<file path="config.mk">
export PLATFORM = sky130hd
export DESIGN_NAME = led2w_serializer
export DESIGN_NICKNAME = d
export VERILOG_FILES = /design/src/rtl/led2w_pkg.sv /design/src/rtl/led2w_halfdiv.sv /design/src/rtl/led2w_shreg.sv /design/src/rtl/led2w_serializer.sv
export SDC_FILE = /design/constraint.sdc
export NUM_CORES = 1
export LEC_CHECK = 0
export BUFFER_PORTS_ARGS = -buffer_cell sky130_fd_sc_hd__buf_2
export CAP_MARGIN = 20
export CORE_ASPECT_RATIO = 1.2
export CORE_UTILIZATION = 35
export DETAILED_ROUTE_END_ITERATION = 8
export HOLD_SLACK_MARGIN = 0.03
export PLACE_DENSITY_LB_ADDON = 0.05
export SLEW_MARGIN = 0
export SYNTH_ARGS = -nofsm -noshare
export SYNTH_HDL_FRONTEND = slang
export SYNTH_HIERARCHICAL = 1
export SYNTH_SLANG_ARGS = --single-unit
</file>
<file path="constraint.sdc">
create_clock -name clk -period 6.25 [get_ports clk]
set_clock_uncertainty 0.2 [all_clocks]
set_input_delay 0.625 -clock clk [delete_from_list [all_inputs] [get_ports clk]]
set_output_delay 0.625 -clock clk [all_outputs]
set_load 0.03 [all_outputs]
</file>
<file path="src/rtl/led2w_pkg.sv">
package led2w_pkg;

    typedef enum logic [1:0] {
        ST_IDLE = 2'd0,
        ST_LOW  = 2'd1,
        ST_HIGH = 2'd2
    } led2w_state_e;

endpackage

</file>
<file path="src/rtl/led2w_halfdiv.sv">
// Half-period timer: tick pulses at the last cycle of each half period.
module led2w_halfdiv #(
    parameter int RATE_W        = 2,
    parameter int HALF_MIN_LOG2 = 1
) (
    input  logic              clk,
    input  logic              rst_n,
    input  logic              run,
    input  logic              clear,
    input  logic [RATE_W-1:0] rate,
    output logic              tick
);
    localparam int CODES = 1 << RATE_W;
    localparam int CNT_W = HALF_MIN_LOG2 + CODES - 1;

    typedef struct packed {
        logic [CNT_W-1:0] cnt;
    } div_t;

    div_t div_d, div_q;

    logic [CNT_W-1:0] lim_tab [CODES];

    for (genvar g = 0; g < CODES; g++) begin : g_lim
        assign lim_tab[g] = CNT_W'((1 << (HALF_MIN_LOG2 + g)) - 1);
    end

    always_comb begin
        div_d = div_q;
        tick  = run && (div_q.cnt == lim_tab[rate]);
        if (clear || tick || !run) begin
            div_d.cnt = '0;
        end else begin
            div_d.cnt = div_q.cnt + CNT_W'(1);
        end
    end

    always_ff @(posedge clk or negedge rst_n) begin
        if (!rst_n) begin
            div_q <= '0;
        end else begin
            div_q <= div_d;
        end
    end

endmodule

</file>
<file path="src/rtl/led2w_shreg.sv">
// Byte shift register with per-byte bit order.
module led2w_shreg #(
    parameter int W = 8
) (
    input  logic         clk,
    input  logic         rst_n,
    input  logic         load,
    input  logic         shift,
    input  logic [W-1:0] load_data,
    input  logic         load_msb,
    output logic         bit_o,
    output logic         last_o
);
    localparam int IDX_W = (W > 1) ? $clog2(W) : 1;

    typedef struct packed {
        logic [W-1:0]     data;
        logic [IDX_W-1:0] idx;
        logic             msb;
    } sh_t;

    sh_t sh_d, sh_q;

    always_comb begin
        sh_d = sh_q;
        if (load) begin
            sh_d.data = load_data;
            sh_d.idx  = '0;
            sh_d.msb  = load_msb;
        end else if (shift) begin
            sh_d.data = sh_q.msb ? (sh_q.data << 1) : (sh_q.data >> 1);
            sh_d.idx  = sh_q.idx + IDX_W'(1);
        end
    end

    assign bit_o  = sh_q.msb ? sh_q.data[W-1] : sh_q.data[0];
    assign last_o = (sh_q.idx == IDX_W'(W - 1));

    always_ff @(posedge clk or negedge rst_n) begin
        if (!rst_n) begin
            sh_q <= '0;
        end else begin
            sh_q <= sh_d;
        end
    end

endmodule

</file>
<file path="src/rtl/led2w_serializer.sv">
module led2w_serializer #(
    parameter int DATA_W        = 8,
    parameter int RATE_W        = 2,
    parameter int HALF_MIN_LOG2 = 1
) (
    input  logic              clk,
    input  logic              rst_n,
    input  logic              enable,
    input  logic              start,
    input  logic              msb_first,
    input  logic [RATE_W-1:0] rate_sel,
    input  logic              in_valid,
    input  logic [DATA_W-1:0] in_data,
    output logic              in_ready,
    output logic              led_clk,
    output logic              led_dat,
    output logic              tx_done
);
    import led2w_pkg::*;

    typedef struct packed {
        led2w_state_e      state;
        logic [RATE_W-1:0] rate;
    } ctl_t;

    ctl_t ctl_d, ctl_q;

    logic busy, tick, last_bit, cur_bit;
    logic accept, load, shift;
    logic [RATE_W-1:0] rate_cur;

    assign busy     = (ctl_q.state != ST_IDLE);
    assign rate_cur = ctl_q.rate;
    assign in_ready = enable && start &&
                      ((ctl_q.state == ST_IDLE) ||
                       ((ctl_q.state == ST_HIGH) && tick && last_bit));
    assign accept   = in_valid && in_ready;

    led2w_halfdiv #(
        .RATE_W       (RATE_W),
        .HALF_MIN_LOG2(HALF_MIN_LOG2)
    ) u_div (
        .clk  (clk),
        .rst_n(rst_n),
        .run  (busy),
        .clear(accept),
        .rate (ctl_q.rate),
        .tick (tick)
    );

    led2w_shreg #(
        .W(DATA_W)
    ) u_sh (
        .clk      (clk),
        .rst_n    (rst_n),
        .load     (load),
        .shift    (shift),
        .load_data(in_data),
        .load_msb (msb_first),
        .bit_o    (cur_bit),
        .last_o   (last_bit)
    );

    always_comb begin
        ctl_d = ctl_q;
        load  = accept;
        shift = 1'b0;
        if (ctl_q.state == ST_IDLE) begin
            ctl_d.rate = rate_sel;
        end
        case (ctl_q.state)
            ST_IDLE: begin
                if (accept) ctl_d.state = ST_LOW;
            end
            ST_LOW: begin
                if (tick) ctl_d.state = ST_HIGH;
            end
            ST_HIGH: begin
                if (tick) begin
                    if (!last_bit) begin
                        ctl_d.state = ST_LOW;
                        shift       = 1'b1;
                    end else if (accept) begin
                        ctl_d.state = ST_LOW;
                    end else begin
                        ctl_d.state = ST_IDLE;
                    end
                end
            end
            default: ctl_d.state = ST_IDLE;
        endcase
        if (!enable) begin
            ctl_d.state = ST_IDLE;
        end
    end

    always_ff @(posedge clk or negedge rst_n) begin
        if (!rst_n) begin
            ctl_q <= '{state: ST_IDLE, rate: '0};
        end else begin
            ctl_q <= ctl_d;
        end
    end

    assign led_clk = (ctl_q.state == ST_HIGH);
    assign led_dat = busy && cur_bit;
    assign tx_done = !busy;

endmodule

</file>
==> Yosys cells after proc, flatten, opt, wreduce, memory -nomap -nowiden <==
Index checks and enable logic that the tools add are counted.
{ "op_classes": {"addsub": 2, "n_mul": 0, "div_mod_pow": 0, "n_lt_le_gt_ge": 1, "n_eq_ne": 7, "shifts": 0, "mux": 18, "bitwise": 1, "reduce_logical": 15} }
{ "ops": {"columns": ["cell", "count"], "rows": [
  ["two-way mux 11 bit", 2],
  ["two-way mux 4 bit", 3],
  ["binary-select mux 4 bit (select 2 bit)", 1],
  ["two-way mux 2 bit", 4],
  ["two-way mux 8 bit", 1],
  ["logical AND 1 bit", 7],
  ["two-way mux 1 bit", 6],
  ["!= test 3 x 2 -> 1 bit (second input constant)", 2],
  ["case mux 2 bit (3 select lines)", 1],
  ["adder 4 x 1 -> 4 bit (second input constant)", 1],
  ["== test 4 bit", 1],
  ["nonzero test 2 bit", 2],
  ["adder 3 x 1 -> 3 bit (second input constant)", 1],
  ["== test 3 bit (second input constant)", 1],
  [">= comparator 3 bit (second input constant)", 1],
  ["logical OR 1 bit", 3],
  ["!= test 3 bit (second input constant)", 1],
  ["NOT 2 -> 3 bit", 1],
  ["AND reduction 3 bit", 1],
  ["== test 2 x 1 -> 1 bit (second input constant)", 1],
  ["== test 2 bit (second input constant)", 1],
  ["zero test 2 bit", 1],
  ["zero test 1 bit", 1]
]} }
{ "word_totals": {"ff_bits": 20, "latch_bits": 0, "ram_bits": 0, "rom_bits": 0, "in_bits": 16, "out_inout_bits": 4, "n_memories": 0} }

==> Longest topological paths before layout <==
Gate-level depths: netlist of run 1.
{ "logic_depth": {"ltp_word": 16, "depth_mapped": 11, "mapped_depth_nobuf": 9} }

==> By module <==
Netlist of run 1, hierarchy kept.
{ "by_module_without_submodules": {"columns": ["mod", "instances", "cells_per_inst", "area_each_um2", "seq_area_each_um2"], "rows": [
  ["led2w_shreg", 1, 60, 660.6, 300.3],
  ["led2w_serializer", 1, 25, 249.0, 100.1],
  ["led2w_halfdiv", 1, 23, 235.2, 100.1]
]} }

==> Worst setup path before layout of run 1 <==
No wires, ideal clock.
{ "synth_path": {"kind": "reg2reg", "startpoint": "register ctl_q[3] (netlist bit)", "endpoint": "register u_sh/sh_q[0] (netlist bit)", "setup_time_ns": 0.125, "arrival_time_ns": 2.499, "required_time_ns": 5.925, "slack_ns": 3.426, "stages_incl_launch_ff": 10, "n_path_buf": 1, "synth_period_minus_slack_ns": 2.824, "path_cell_list": "dfrtp_1 -> nor2_4 -> inv_1 -> nand2_1 -> a211oi_2 -> nand2_1 -> a211oi_2 -> and2_1 -> buf_6 -> mux2_2"} }
{ "synth_via": {"elab_chain_len": 7, "elab_cells_between_ends": 9, "cone_classes": "eq/ne (1); reduce/logical (8)"} }
{ "synth_lines": {"columns": ["item", "line", "text"], "rows": [
  ["from (decl)", "led2w_serializer.sv:26", "ctl_t ctl_d, ctl_q;"],
  ["from (signal assigned)", "led2w_serializer.sv:99", "ctl_q <= '{state: ST_IDLE, rate: '0};"],
  ["from (signal assigned)", "led2w_serializer.sv:101", "ctl_q <= ctl_d;"],
  ["nonzero test 2 bit", "led2w_serializer.sv:32", "assign busy = (ctl_q.state != ST_IDLE);"],
  ["via busy", "led2w_serializer.sv:28", "logic busy, tick, last_bit, cur_bit;"],
  ["logical AND 1 bit", "led2w_halfdiv.sv:30", "tick = run && (div_q.cnt == lim_tab[rate]);"],
  ["via tick", "led2w_serializer.sv:28", null],
  ["logical AND 1 bit (2 in a row)", "led2w_serializer.sv:36", "((ctl_q.state == ST_HIGH) && tick && last_bit));"],
  ["logical OR 1 bit", "led2w_serializer.sv:35", "((ctl_q.state == ST_IDLE) ||"],
  ["logical AND 1 bit", "led2w_serializer.sv:34", "assign in_ready = enable && start &&"],
  ["via in_ready", "led2w_serializer.sv:14", "output logic in_ready,"],
  ["logical AND 1 bit", "led2w_serializer.sv:37", "assign accept = in_valid && in_ready;"],
  ["via accept", "led2w_serializer.sv:29", "logic accept, load, shift;"],
  ["to (signal assigned)", "led2w_shreg.sv:41", "sh_q <= '0;"],
  ["to (signal assigned)", "led2w_shreg.sv:43", "sh_q <= sh_d;"],
  ["to (decl)", "led2w_shreg.sv:22", "sh_t sh_d, sh_q;"]
]} }
The timed path passes the listed nets, and every way through them passes these cells.
A chain may end at the register's enable or synchronous reset.

==> Worst setup path after layout of run 1 <==
{ "layout_path": {"startpoint": "register ctl_q[3] (netlist bit)", "endpoint": "register u_sh/sh_q[9] (netlist bit)"} }
{ "layout_via": {"elab_chain_len": 8, "elab_cells_between_ends": 13, "cone_classes": "eq/ne (1); mux (3); reduce/logical (9)"} }
{ "layout_lines": {"columns": ["item", "line"], "rows": [
  ["nonzero test 2 bit *", "led2w_serializer.sv:32"],
  ["via busy", "led2w_serializer.sv:28"],
  ["logical AND 1 bit *", "led2w_halfdiv.sv:30"],
  ["via tick", "led2w_serializer.sv:28"],
  ["logical AND 1 bit * (2 in a row)", "led2w_serializer.sv:36"],
  ["logical OR 1 bit *", "led2w_serializer.sv:35"],
  ["logical AND 1 bit *", "led2w_serializer.sv:34"],
  ["logical AND 1 bit *", "led2w_serializer.sv:37"],
  ["via accept", "led2w_serializer.sv:29"],
  ["two-way mux 11 bit / nonzero test 2 bit (equally long branches)", null]
]} }
The timed path passes the listed nets; every way through them passes the cells marked *.

==> flow_metrics.tcl, run 1 <==
set metrics [dict create \
    layout_commonest_cell "dfrtp_1" \
    crit_fanout 24 \
    regArea_sq_um 500 \
    synthDistinctLibCells 33 \
    r2r_cells 9 \
    yosysSeqAreaShare_pct 43.7 \
    synth.top_cells.by_area "dfrtp_1 44%, mux2i_1 7.0%, mux2_2 3.9%" \
    drc_errors 0 \
    core_sq_um 3080 \
    rsz0062_at_grt "false" \
    dieArea_sq_um 3500 \
    layout_common_cells "20 x dfrtp_1, 19 x buf_2, 12 x nand2_1" \
    grt_pass1_vias 833 \
    cp-end-kind "register" \
    reg2reg_from "ctl_q[3]$_DFFE_PN0P_" \
    routabilityCongestion 0.740 \
    dp_worst_setup_slack_ps 3170 \
    final_max_slew_viol_count 0 \
    die_h_um 64.7 \
    status "finished, final reports clean" \
    hold_violations 0 \
    fin_cells 163 \
    antenna_found_initial 0 \
    htreeDepth 1 \
    antennaDiodeCount 0 \
    cts_hold_buf 0 \
    grt_max_degree 25 \
    numCtsBuffers 3 \
    post_cts_buffers 0 \
    slew_headroom_pct 50.0 \
    drv_cap 0 \
    cts_resized 0 \
    multi_input_area_sq_um 597 \
    synth_area_sq_um 1140 \
    vias 846 \
    synth.ff_latch_count 20 \
    via_per_inst 5.19 \
    worst_slack_ps 3200 \
    nNetsFinal 147 \
    ios 20 \
    gr-total-overflow 0 \
    ant_nets 0 \
    drtIter0Drc 15 \
    clk_path_buf_depth 2 \
    dp_cells 159 \
    place_hpwl_um 1620 \
    synth_top_area_share_pct 43.7 \
    cts_root_buf "clkbuf_4" \
    wl_per_cell_um 13.2 \
    crit_arrival_ps 3020 \
    io_buffers 19 \
    worst_slew_pin_slew_ps 750 \
    crit_type "register to register" \
    dr.pass1.iters 3 \
    total_power_mw 0.286 \
    setup_viol 0 \
    avgSynthCellArea_sq_um 10.6 \
    min_path_type "primary input to asynchronous set/reset pin" \
    period_needed_ps 3050 \
    grt_use_total_pct 14.6 \
    r2r_setup_slack_ps 3200 \
    routed_wl_um 2160 \
    leakagePower_nw 0.587 \
    fmax_mhz 328 \
    worstReg2RegEnd "u_sh/sh_q[9]$_DFFE_PN0P_" \
    cts_tree "done" \
    path_clk_slew_ps 110 \
    clk_latency_ps 300 \
    irDropWorstVdd_mv 0.154 \
    area.growth.synth_to_final_pct 12.6 \
    cts.sinks 20 \
    synth_cells 108 \
    yosysTopAreaCell "dfrtp_1" \
    drive_above_1_share_pct 26.0 \
    grt_pass1_wl_um 3610 \
    setup-tns-final_ps 0 \
    synth_nets 127 \
    num_rows 22 \
    start_kind "register" \
    min_period_over_period_pct 48.8 \
    die_w_um 54.2 \
    yosys_warnings 6 \
    floorplan.initialDensity_pct 37.1 \
    fill_cells 313 \
    required_ps 6230 \
    p_per_area_nw_per_um2 222 \
]
[kinds of logic after synthesis]
logic type                 after synthesis  synth area share, %
and+or+nand+nor                         47                 24.8
muxes                                   12                 10.9
DFF                                     20                 43.7
AOI/OAI and AO/OA                       15                 10.8
buffers and inverters                    8                 4.15
adders and majority gates                3                 3.28
xor gates and xnor gates                 3                 2.30
[worst max-delay path: stages (launching register included)]
cell	delay, ps
dfrtp_1	500
nor2_4	100
inv_1	110
nand2_1	70
a211oi_2	470
nand2_1	120
a211oi_2	240
and2_1	640
nand2b_1	320
o211ai_1	140
[flip-flops by register name (all words and copies together), names as in the netlist]
register	count
u_sh/sh_q	12
u_div/div_q	4
ctl_q	2
rate_cur	2
[metrics by stage]
stage	utilization, %	hold WS, ps	area (sq um)
final	41.8	52.7	1290
after CTS	41.8	68.3	1290
after detailed placement	40.6	291	1250
after global routing	41.8	81.8	1290
after floorplan	-	129	1140
after global placement	40.6	309	1250
[synthesized netlist by cell type, drive strengths merged]
library cell	number
inv	4
nor2b	3
a31oi	2
o211ai	6
nor4b	2
or3b	6
a32oi	1
mux2i	8
nand3	3
a221oi	1
nor2	7
and4b	1
mux2	4
a21oi	1
ha	3
nand3b	1
nor3b	2
nor4bb	1
nand2	12
and3	2
dfrtp	20
a211oi	2
o21ai	1
nand2b	5
and2b	1
xor2	1
xnor2	2
and2	1
buf	4
o21a	1
[area by class of cell]
cell class / instances / share of cell area (%)
multi-input combinational: 80 / 46.3
sequential: 20 / 38.8
timing repair buffer: 19 / 7.38
tap: 36 / 3.50
clock buffer: 4 / 2.82
inverter: 4 / 1.17
[metal layers]
metal,routed length (um),vias to the layer above,global-route usage [%]
met5,0,-,0
met4,34,0,6.73
met3,57,4,2.82
met2,1070,13,24.8
met1,1000,403,16.8
li1,-,426,-
[worst max path at each step]
stage,end,start,slack [ps],cells past startpoint
floorplan,u_sh/sh_q[0]$_DFFE_PN0P_,ctl_q[3]$_DFFE_PN0P_,3430,9
global placement,u_sh/sh_q[9]$_DFFE_PN0P_,ctl_q[3]$_DFFE_PN0P_,3270,9
detailed placement,u_sh/sh_q[9]$_DFFE_PN0P_,ctl_q[3]$_DFFE_PN0P_,3170,9
CTS,u_sh/sh_q[9]$_DFFE_PN0P_,ctl_q[3]$_DFFE_PN0P_,3140,9
global route,u_sh/sh_q[9]$_DFFE_PN0P_,ctl_q[3]$_DFFE_PN0P_,2870,9
finish,u_sh/sh_q[9]$_DFFE_PN0P_,ctl_q[3]$_DFFE_PN0P_,3200,9
[report_power, final]
part	switching [mW]	internal (mW)
sequential	0.0168	0.143
combinational	0.0215	0.0301
clock	0.0392	0.0355
(Power assumes the default switching activity.)
==> run 2: changes to the inputs <==
==> constraint.sdc (replaced) <==
create_clock -name clk -period 2.9 [get_ports clk]
set_clock_uncertainty 0.2 [all_clocks]
set_input_delay 0.29 -clock clk [delete_from_list [all_inputs] [get_ports clk]]
set_output_delay 0.29 -clock clk [all_outputs]
set_load 0.03 [all_outputs]
==> run 2 against run 1 <==
Net effect:
- cell area is 9.0% higher
- sequential share of layout area is 3.2 points lower
- clock power is 75% higher
- fmax is 23% higher
- worst setup slack worse by 2800 ps
- sequential power is 120% higher
- largest power group unchanged
- highest routed layer unchanged
==> flow_metrics.tcl, run 2 (same netlist as run 1, synthesis figures left out) <==
set metrics [dict create \
    grt_pass1_wl_um 4020 \
    drv_cap 0 \
    core_sq_um 3080 \
    slowest_delay_ps 500 \
    grt_pass1_vias 937 \
    final_max_slew_viol_count 0 \
    via_per_inst 5.12 \
    wl_per_cell_um 13.4 \
    cts_root_buf "clkbuf_4" \
    nNetsFinal 161 \
    routabilityCongestion 0.801 \
    place_hpwl_um 1750 \
    die_h_um 64.7 \
    clk_latency_ps 300 \
    antenna_found_initial 0 \
    die_w_um 54.2 \
    clk_path_buf_depth 2 \
    crit_family "simple AND/OR/NAND/NOR gates" \
    grt_use_total_pct 15.7 \
    leakagePower_nw 0.643 \
    crit_fanout 13 \
    rsz0062_at_grt "false" \
    ant_nets 0 \
    ios 20 \
    setup-tns-final_ps 0 \
    crit_arrival_ps 2460 \
    layout_commonest_cell "dfrtp_1" \
    slowest_stage "dfrtp_1" \
    irDropWorstVdd_mv 0.221 \
    worst_slew_pin_slew_ps 453 \
    crit_buf_inv 1 \
    dieArea_sq_um 3500 \
    cts_tree "done" \
    layout_common_cells "20 x dfrtp_1, 19 x buf_2, 12 x nand2_1" \
    gr-total-overflow 0 \
    area.growth.synth_to_final_pct 22.7 \
    antennaDiodeCount 0 \
    min_path_type "primary input to register" \
    drtIter0Drc 26 \
    drive_above_1_share_pct 25.7 \
    cp-end-kind "register" \
    path_cells "nor2_4, inv_1, nand2_1, a211oi_2, nand2_1, a211oi_2, and2_1, nand2b_1, o211ai_1" \
    drc_errors 0 \
    grt_max_degree 21 \
    min_period_over_period_pct 85.7 \
    hold_violations 0 \
    top_register "u_sh/sh_q" \
    period_needed_ps 2480 \
    p_per_area_nw_per_um2 427 \
    fmax_mhz 403 \
    path_clk_slew_ps 110 \
    dr.pass1.iters 4 \
    io_buffers 19 \
    num_rows 22 \
    cts.sinks 20 \
    status "finished, final reports clean" \
    crit_type "register to register" \
    setup_viol 0 \
    numCtsBuffers 3 \
    vias 901 \
    routed_wl_um 2350 \
    top_regs "u_sh/sh_q x12, u_div/div_q x4" \
    start_kind "register" \
    largest_reg_flops 12 \
    htreeDepth 1 \
    slew_headroom_pct 69.8 \
    post_cts_buffers 0 \
    floorplan.initialDensity_pct 37.1 \
    total_power_mw 0.600 \
    required_ps 2880 \
]
-- run 2: cell count changes in the layout (fill, tap and decap cells not counted) --
cell / before / now
clkbuf_8: 1 / 0
dlygate4sd3_1: 0 / 10
buf_4: 0 / 4
-- run 2: worst reg2reg max path, cell delays in order (launching register included) --
cell	delay, ps
dfrtp_1	500
nor2_4	100
inv_1	110
nand2_1	70
a211oi_2	220
nand2_1	90
a211oi_2	230
and2_1	410
nand2b_1	310
o211ai_1	140
-- run 2: final timing paths --
check	startpoint	endpoint	slack [ps]	cells after the start
worst min register to register	u_div/div_q[0]$_DFF_PN0_	u_div/div_q[0]$_DFF_PN0_	320	1
max in group asynchronous	rst_n	rate_cur[1]$_DFFE_PN0N_	1920	2
worst min-delay path	enable	ctl_q[3]$_DFFE_PN0P_	40	2
worst max register to register	ctl_q[3]$_DFFE_PN0P_	u_sh/sh_q[10]$_DFFE_PN0P_	420	9
min in group asynchronous	rst_n	u_div/div_q[0]$_DFF_PN0_	260	2
worst max-delay path	ctl_q[3]$_DFFE_PN0P_	u_sh/sh_q[10]$_DFFE_PN0P_	420	9
-- run 2: layout make-up --
type | count | area (sq um)
Inverter | 4 | 15.0
Fill cell | 318 | 1680
Timing Repair Buffer | 33 | 225
Sequential cell | 20 | 500
Clock buffer | 3 | 22.5
Tap cell | 36 | 45.0
Multi-Input combinational cell | 80 | 597
-- run 2: what timing repair did --
| action | CTS | global route |
|---|---|---|
| hold endpoints to repair | 29 | 0 |
| resized for setup | 0 | 0 |
| hold buffers | 10 | 0 |
-- run 2: where the power goes --
group / switching [mW] / leakage, nW / internal, mW
sequential: 0.0364 / 0.255 / 0.308
combinational: 0.0500 / 0.374 / 0.0751
clock: 0.0825 / 0.0138 / 0.0483
-- run 2: per-layer routing --
| layer | global-route usage (%) | routed length, um | vias to the layer above |
|---|---|---|---|
| li1 | - | - | 450 |
| met1 | 18.3 | 1090 | 435 |
| met2 | 27.7 | 1190 | 14 |
| met3 | 2.11 | 55 | 2 |
| met4 | 5.77 | 17 | 0 |
| met5 | 0 | 0 | - |
-- run 2: metrics by stage --
step           utilization [%]  worst slack [ps]  std cells  hold slack, ps  cell area (sq um)
3_5_place_dp              41.6               403        163            80.2               1280
5_1_grt                   45.6               149        176            44.8               1410
3_3_place_gp              41.6               453        163            74.0               1280
6_report                  45.6               416        176            41.7               1410
4_1_cts                   45.6               374        176            30.2               1410
2_1_floorplan                -              76.2        108            -206               1140
